### src/rtl/keyev_pkg.sv
package keyev_pkg;
  // Key bit positions within the captured mask; software decodes these.
  localparam int KEY_DOWN   = 0;
  localparam int KEY_UP     = 1;
  localparam int KEY_LEFT   = 2;
  localparam int KEY_RIGHT  = 3;
  localparam int KEY_SELECT = 4;

  // Strobes from control to datapath.
  typedef struct packed {
    logic loadKeys;   // capture the rise mask this cycle
    logic showByte;   // portId addresses this block
  } keyevStrobes_t;
endpackage

### src/rtl/keyev_datapath.sv
module keyev_datapath
  import keyev_pkg::*;
#(
  parameter int NUM_KEYS = 5,
  parameter int DATA_W   = 8
) (
  input  logic                clk,
  input  logic                rst,
  input  logic [NUM_KEYS-1:0] keyLevel,
  input  keyevStrobes_t       strb,
  input  logic                activeFlag,
  output logic                anyRise,
  output logic [DATA_W-1:0]   readData
);
  localparam int ACTIVE_POS = DATA_W - 1;

  logic [NUM_KEYS-1:0] keyPrev;
  logic [NUM_KEYS-1:0] riseMask;
  logic [NUM_KEYS-1:0] keyBits;

  // Per-key rising edge detector. History resets to "pressed" so a key
  // held through reset does not count as a new press.
  for (genvar k = 0; k < NUM_KEYS; k++) begin : g_edge
    always_ff @(posedge clk) begin
      if (rst) keyPrev[k] <= 1'b1;
      else     keyPrev[k] <= keyLevel[k];
    end
    assign riseMask[k] = keyLevel[k] & ~keyPrev[k];
  end

  assign anyRise = |riseMask;

  always_ff @(posedge clk) begin
    if (rst)                keyBits <= '0;
    else if (strb.loadKeys) keyBits <= riseMask;
  end

  always_comb begin
    readData = '0;
    if (strb.showByte) begin
      readData[NUM_KEYS-1:0] = keyBits;
      readData[ACTIVE_POS]   = activeFlag;
    end
  end


  keybits_hold_chk: assert property (@(posedge clk) disable iff (rst)
    !strb.loadKeys |=> $stable(keyBits));


  load_nonzero_chk: assert property (@(posedge clk) disable iff (rst)
    strb.loadKeys |=> (keyBits != '0));
endmodule

### src/rtl/keyev_ctrl.sv
module keyev_ctrl
  import keyev_pkg::*;
#(
  parameter int          ID_W       = 8,
  parameter int unsigned PORT_ADDR  = 0,
  parameter bit          IRQ_ENABLE = 1'b1
) (
  input  logic            clk,
  input  logic            rst,
  input  logic            anyRise,
  input  logic [ID_W-1:0] portId,
  input  logic            readStrobe,
  input  logic            intAck,
  output keyevStrobes_t   strb,
  output logic            activeFlag,
  output logic            intReq
);
  localparam logic [ID_W-1:0] MY_ID = ID_W'(PORT_ADDR);

  logic addrHit;
  logic clearReq;

  assign addrHit  = (portId == MY_ID);
  assign clearReq = (readStrobe & addrHit) | intAck;

  assign strb.loadKeys = anyRise;
  assign strb.showByte = addrHit;

  // A new press takes priority over any clear in the same cycle.
  always_ff @(posedge clk) begin
    if (rst)           activeFlag <= 1'b0;
    else if (anyRise)  activeFlag <= 1'b1;
    else if (clearReq) activeFlag <= 1'b0;
  end

  if (IRQ_ENABLE) begin : g_irq
    logic irqFlag;
    always_ff @(posedge clk) begin
      if (rst)          irqFlag <= 1'b0;
      else if (anyRise) irqFlag <= 1'b1;
      else if (intAck)  irqFlag <= 1'b0;
    end
    assign intReq = irqFlag;


    irq_hold_chk: assert property (@(posedge clk) disable iff (rst)
      (intReq && !intAck) |=> intReq);


    irq_press_wins_chk: assert property (@(posedge clk) disable iff (rst)
      anyRise |=> intReq);
  end else begin : g_noirq
    assign intReq = 1'b0;
  end


  press_wins_chk: assert property (@(posedge clk) disable iff (rst)
    anyRise |=> activeFlag);


  read_clears_chk: assert property (@(posedge clk) disable iff (rst)
    (readStrobe && addrHit && !anyRise) |=> !activeFlag);


  ack_clears_chk: assert property (@(posedge clk) disable iff (rst)
    (intAck && !anyRise) |=> !activeFlag);


  no_spurious_set_chk: assert property (@(posedge clk) disable iff (rst)
    (!activeFlag && !anyRise) |=> !activeFlag);
endmodule

### src/rtl/keypad_event_port.sv
module keypad_event_port
  import keyev_pkg::*;
#(
  parameter int          NUM_KEYS   = 5,
  parameter int          DATA_W     = 8,
  parameter int          ID_W       = 8,
  parameter int unsigned PORT_ADDR  = 8'h20,
  parameter bit          IRQ_ENABLE = 1'b1
) (
  input  logic                clk,
  input  logic                rst,
  input  logic [NUM_KEYS-1:0] keyLevel,
  input  logic [ID_W-1:0]     portId,
  input  logic                readStrobe,
  input  logic                intAck,
  output logic [DATA_W-1:0]   readData,
  output logic                intReq
);
  keyevStrobes_t strb;
  logic          anyRise;
  logic          activeFlag;

  keyev_ctrl #(
    .ID_W(ID_W), .PORT_ADDR(PORT_ADDR), .IRQ_ENABLE(IRQ_ENABLE)
  ) u_ctrl (
    .clk(clk), .rst(rst), .anyRise(anyRise), .portId(portId),
    .readStrobe(readStrobe), .intAck(intAck), .strb(strb),
    .activeFlag(activeFlag), .intReq(intReq)
  );

  keyev_datapath #(
    .NUM_KEYS(NUM_KEYS), .DATA_W(DATA_W)
  ) u_dp (
    .clk(clk), .rst(rst), .keyLevel(keyLevel), .strb(strb),
    .activeFlag(activeFlag), .anyRise(anyRise), .readData(readData)
  );


  gap_bits_zero_chk: assert property (@(posedge clk) disable iff (rst)
    readData[DATA_W-2:NUM_KEYS] == '0);
endmodule

### config.mk
export PLATFORM = sky130hd
export DESIGN_NAME = keypad_event_port
export DESIGN_NICKNAME = d
export VERILOG_FILES = /design/src/rtl/keyev_pkg.sv /design/src/rtl/keyev_datapath.sv /design/src/rtl/keyev_ctrl.sv /design/src/rtl/keypad_event_port.sv
export SDC_FILE = /design/constraint.sdc
export NUM_CORES = 1
export LEC_CHECK = 0
export BUFFER_PORTS_ARGS = -buffer_cell sky130_fd_sc_hd__buf_2
export CAP_MARGIN = 20
export CELL_PAD_IN_SITES_DETAIL_PLACEMENT = 0
export CELL_PAD_IN_SITES_GLOBAL_PLACEMENT = 1
export CORE_UTILIZATION = 37
export CTS_BUF_LIST = sky130_fd_sc_hd__clkbuf_8
export DETAILED_ROUTE_END_ITERATION = 10
export PLACE_DENSITY = 0.89
export SLEW_MARGIN = 5
export SYNTH_ARGS = -nofsm -noshare
export SYNTH_HDL_FRONTEND = slang
export SYNTH_SLANG_ARGS = --single-unit
### constraint.sdc
create_clock -name clk -period 1.78 [get_ports clk]
set_clock_uncertainty 0.1 [all_clocks]
set_input_delay 0.089 -clock clk [delete_from_list [all_inputs] [get_ports clk]]
set_output_delay 0.089 -clock clk [all_outputs]
set_load 0.005 [all_outputs]
==> summary.txt <==
Power and ir drop
  • NetSw: 127 uW
  • Peak VDD IR: 0.491 mV
  • Overall Power: 604 uW
  • Sw frac: 21.1%
  • Clk network pwr share: 38.8%
  • Cell Int Power: 477 uW
  • Sequential power share: 48.1%
  • PD cells: 780 nW/um2
  • Combinational share of power: 13.1%
  • Leakage: 0.000368 uW

GRT
  • First-pass GRT wire length: 1550 um
  • Vias in the first global route: 378
  • Met2 GRT Util: 20.3%
  • Grt met1 use: 18.7%
  • Pin count of the biggest net entering global routing: 15
  • M3 GR Usage: 4.35%
  • Gr ovfl total: 0
  • Global Route Usage Sum: 14.4%
  • Most used routing layer: met2
  • Initial antenna violation count: 0

Synth
  • Share of the synthesized area in the top cell type: 42.2%
  • Avg Synthesized Cell Area: 10.7 um2
  • Synth warn: 0
  • Main area contributors after synthesis: dfxtp_1, nor2b_1, nor4_4, a32o_1, and3_1
  • Synth Instances: 53
  • Cell variety after synth: 19
  • FF+latch count, synth: 12
  • Synth area leader: dfxtp_1
  • Synth Cell Area: 569 um2
  • Seq/Total Area, Yosys: 42.2%

Placed design
  • Port buffer count: 23
  • Hpwl dp: 746 um
  • Post-DP Area: 683 um2
  • Placed cells: 88
  • Gpl congestion: 0.752

Final layout
  • Design area: 774 um2
  • Nets: 100
  • Post-Layout Cell Count: 96
  • Area Overhead vs Synth: 36.0%
  • Share of layout cells above drive strength 1: 39.5%
  • Ant diodes: 0

Worst hold path
  • Hold Crit Depth: 3
  • Hold WC Path Type: in2reg
  • Hold endpoint: u_ctrl.activeFlag$_SDFFE_PP0P_
  • HP Start: intAck

Floorplan
  • Initial Util: 41.7%
  • Core ar.: 1370 um2
  • Std-Cell Rows: 13
  • Die area: 1700 um2
  • Die height: 41.2 um
  • IO Pins: 26
  • Die width: 41.2 um

Critical path
  • Worst r2r dst: u_dp.keyBits[4]$_SDFFE_PP0P_
  • Data required time of the critical path: 1.85 ns
  • Crit Path Max Fanout: 7
  • Crit Reg-Reg Startpoint: u_dp.keyPrev[1]$_SDFF_PP1_
  • Reg-to-reg slack, setup: 0.56 ns
  • WS Path Type: in2reg
  • Worst Setup Start Kind: input port
  • CP Capture Type: register
  • Reg2Reg Depth: 3
  • Critical path data arrival time: 1.54 ns

Timing
  • Fin crit period: 1.46 ns
  • RSZ-0062 raised after global routing: false
  • Final setup viols: 0
  • Sum Neg Setup Slack: 0 ns
  • FMAX: 683 MHz
  • Max-slew violation count: 0
  • Final Hold Viols: 0
  • Final period util: 82.2%

Clock tree
  • Clk Latency, worst-skew pair: 0.23 ns
  • Clock Path Buffers: 2
  • H-tree Lvls: 1
  • Clk sink count: 12
  • Clk pin slew, worst setup/hold paths: 0.05 ns
  • Clock tree from TritonCTS: done
  • Cts bufs inserted: 3
  • CTS root buf: clkbuf_8
  • # Post-CTS Setup Buffers: 0

Routing
  • Starting DRT DRC Count: 3
  • Post-DRT Antenna Nets: 0
  • # DRC: 0
  • Via count: 484
  • Drt first pass iters: 4
  • Total routed wirelength: 1060 um
  • Routed len/inst: 11.0 um
  • Vias per cell: 5.04

Flow run
  • Max-cap violations: 0

Run status
  • Outcome: finished, final reports clean
state kept, by name (all words and copies together) (netlist names):
signal and count:
u_ctrl.activeFlag 1, u_ctrl.intReq 1, u_dp.keyBits 5, u_dp.keyPrev 5
worst max path at each step:
stage	from	to	slack [ns]
3_5_place_dp	u_dp.keyPrev[1]$_SDFF_PP1_	u_dp.keyBits[4]$_SDFFE_PP0P_	0.56
6_report	keyLevel[1]	u_dp.keyBits[4]$_SDFFE_PP0P_	0.32
3_3_place_gp	u_dp.keyPrev[1]$_SDFF_PP1_	u_dp.keyBits[0]$_SDFFE_PP0P_	0.60
4_1_cts	keyLevel[1]	u_dp.keyBits[4]$_SDFFE_PP0P_	0.31
5_1_grt	keyLevel[1]	u_dp.keyBits[0]$_SDFFE_PP0P_	0.22
2_1_floorplan	u_dp.keyPrev[1]$_SDFF_PP1_	u_dp.keyBits[0]$_SDFFE_PP0P_	0.66
critical path, stage by stage:
cell	delay (ns)
dlygate4sd3_1	0.53
buf_2	0.13
nor2b_4	0.13
nor4_4	0.42
a32o_1	0.24
per-layer routing:
| layer | wire, um | up-vias |
|---|---|---|
| met4 | 14 | 0 |
| met3 | 106 | 4 |
| met1 | 493 | 213 |
| met2 | 441 | 26 |
| li1 | - | 241 |
| met5 | 0 | - |
placed cells by master, fill, tap and decap left out:
master	netlist	layout
nor4b_4	1	1
a311o_1	1	1
inv_2	1	1
nor2b_4	2	2
conb_1	1	2
dfxtp_1	12	12
and3_1	6	6
a31oi_1	2	2
nor4_4	2	2
a32o_1	4	4
nor2b_1	7	7
clkbuf_8	0	3
nor2_1	1	1
nand2b_1	2	2
or2_1	5	5
inv_1	1	1
buf_2	1	23
dlygate4sd3_1	0	5
a31o_1	1	1
metrics by stage:
step                utilization (%)  hold WS (ns)  setup slack [ns]
floorplan                         -        0.0861             0.656
CTS                            56.7        0.0686             0.308
global route                   56.7        0.0737             0.223
detailed placement             50.0         0.183             0.555
global placement               50.0         0.179             0.595
finish                         56.7        0.0680             0.316
synth_stat cells:
master / number
a311o_1: 1
nor2b_4: 2
and3_1: 6
or2_1: 5
nand2b_1: 2
buf_1: 1
conb_1: 1
nor4_4: 2
dfxtp_1: 12
a31o_1: 1
buf_2: 1
nor2_1: 1
nor4b_4: 1
buf_4: 2
inv_1: 1
nor2b_1: 7
a32o_1: 4
a31oi_1: 2
inv_2: 1
kinds of logic (layout without fill, tap and decap cells):
kind of cell | after synthesis | count (layout) | share of synthesized area (%)
AOI/OAI and AO/OA | 8 | 8 | 12.5
buffers and inverters | 6 | 33 | 5.49
DFF | 12 | 12 | 42.2
other | 1 | 2 | 0.659
and+or+nand+nor | 26 | 26 | 39.1
area by class of cell:
class                           instances  area [um2]
Timing Repair Buffer                   28         165
Inverter                                2        7.51
Fill cell                             137         592
Sequential cell                        12         240
Clock buffer                            3        41.3
Tap cell                               15        18.8
Multi-Input combinational cell         36         302
what timing repair did:
| action | in CTS | in global routing |
|---|---|---|
| hold buffers | 5 | 0 |
| resized for setup | 0 | 0 |
| hold endpoints to repair | 5 | 0 |
power by group through the flow:
stage          sequential (uW)  clock (uW)  combinational [uW]
6_report                   291         234                79.0
5_1_grt                    292         256                87.6
4_1_cts                    291         239                79.7
3_5_place_dp               296           0                70.9
3_3_place_gp               296           0                70.2
2_1_floorplan              295           0                43.9
(Power assumes the default switching activity.)
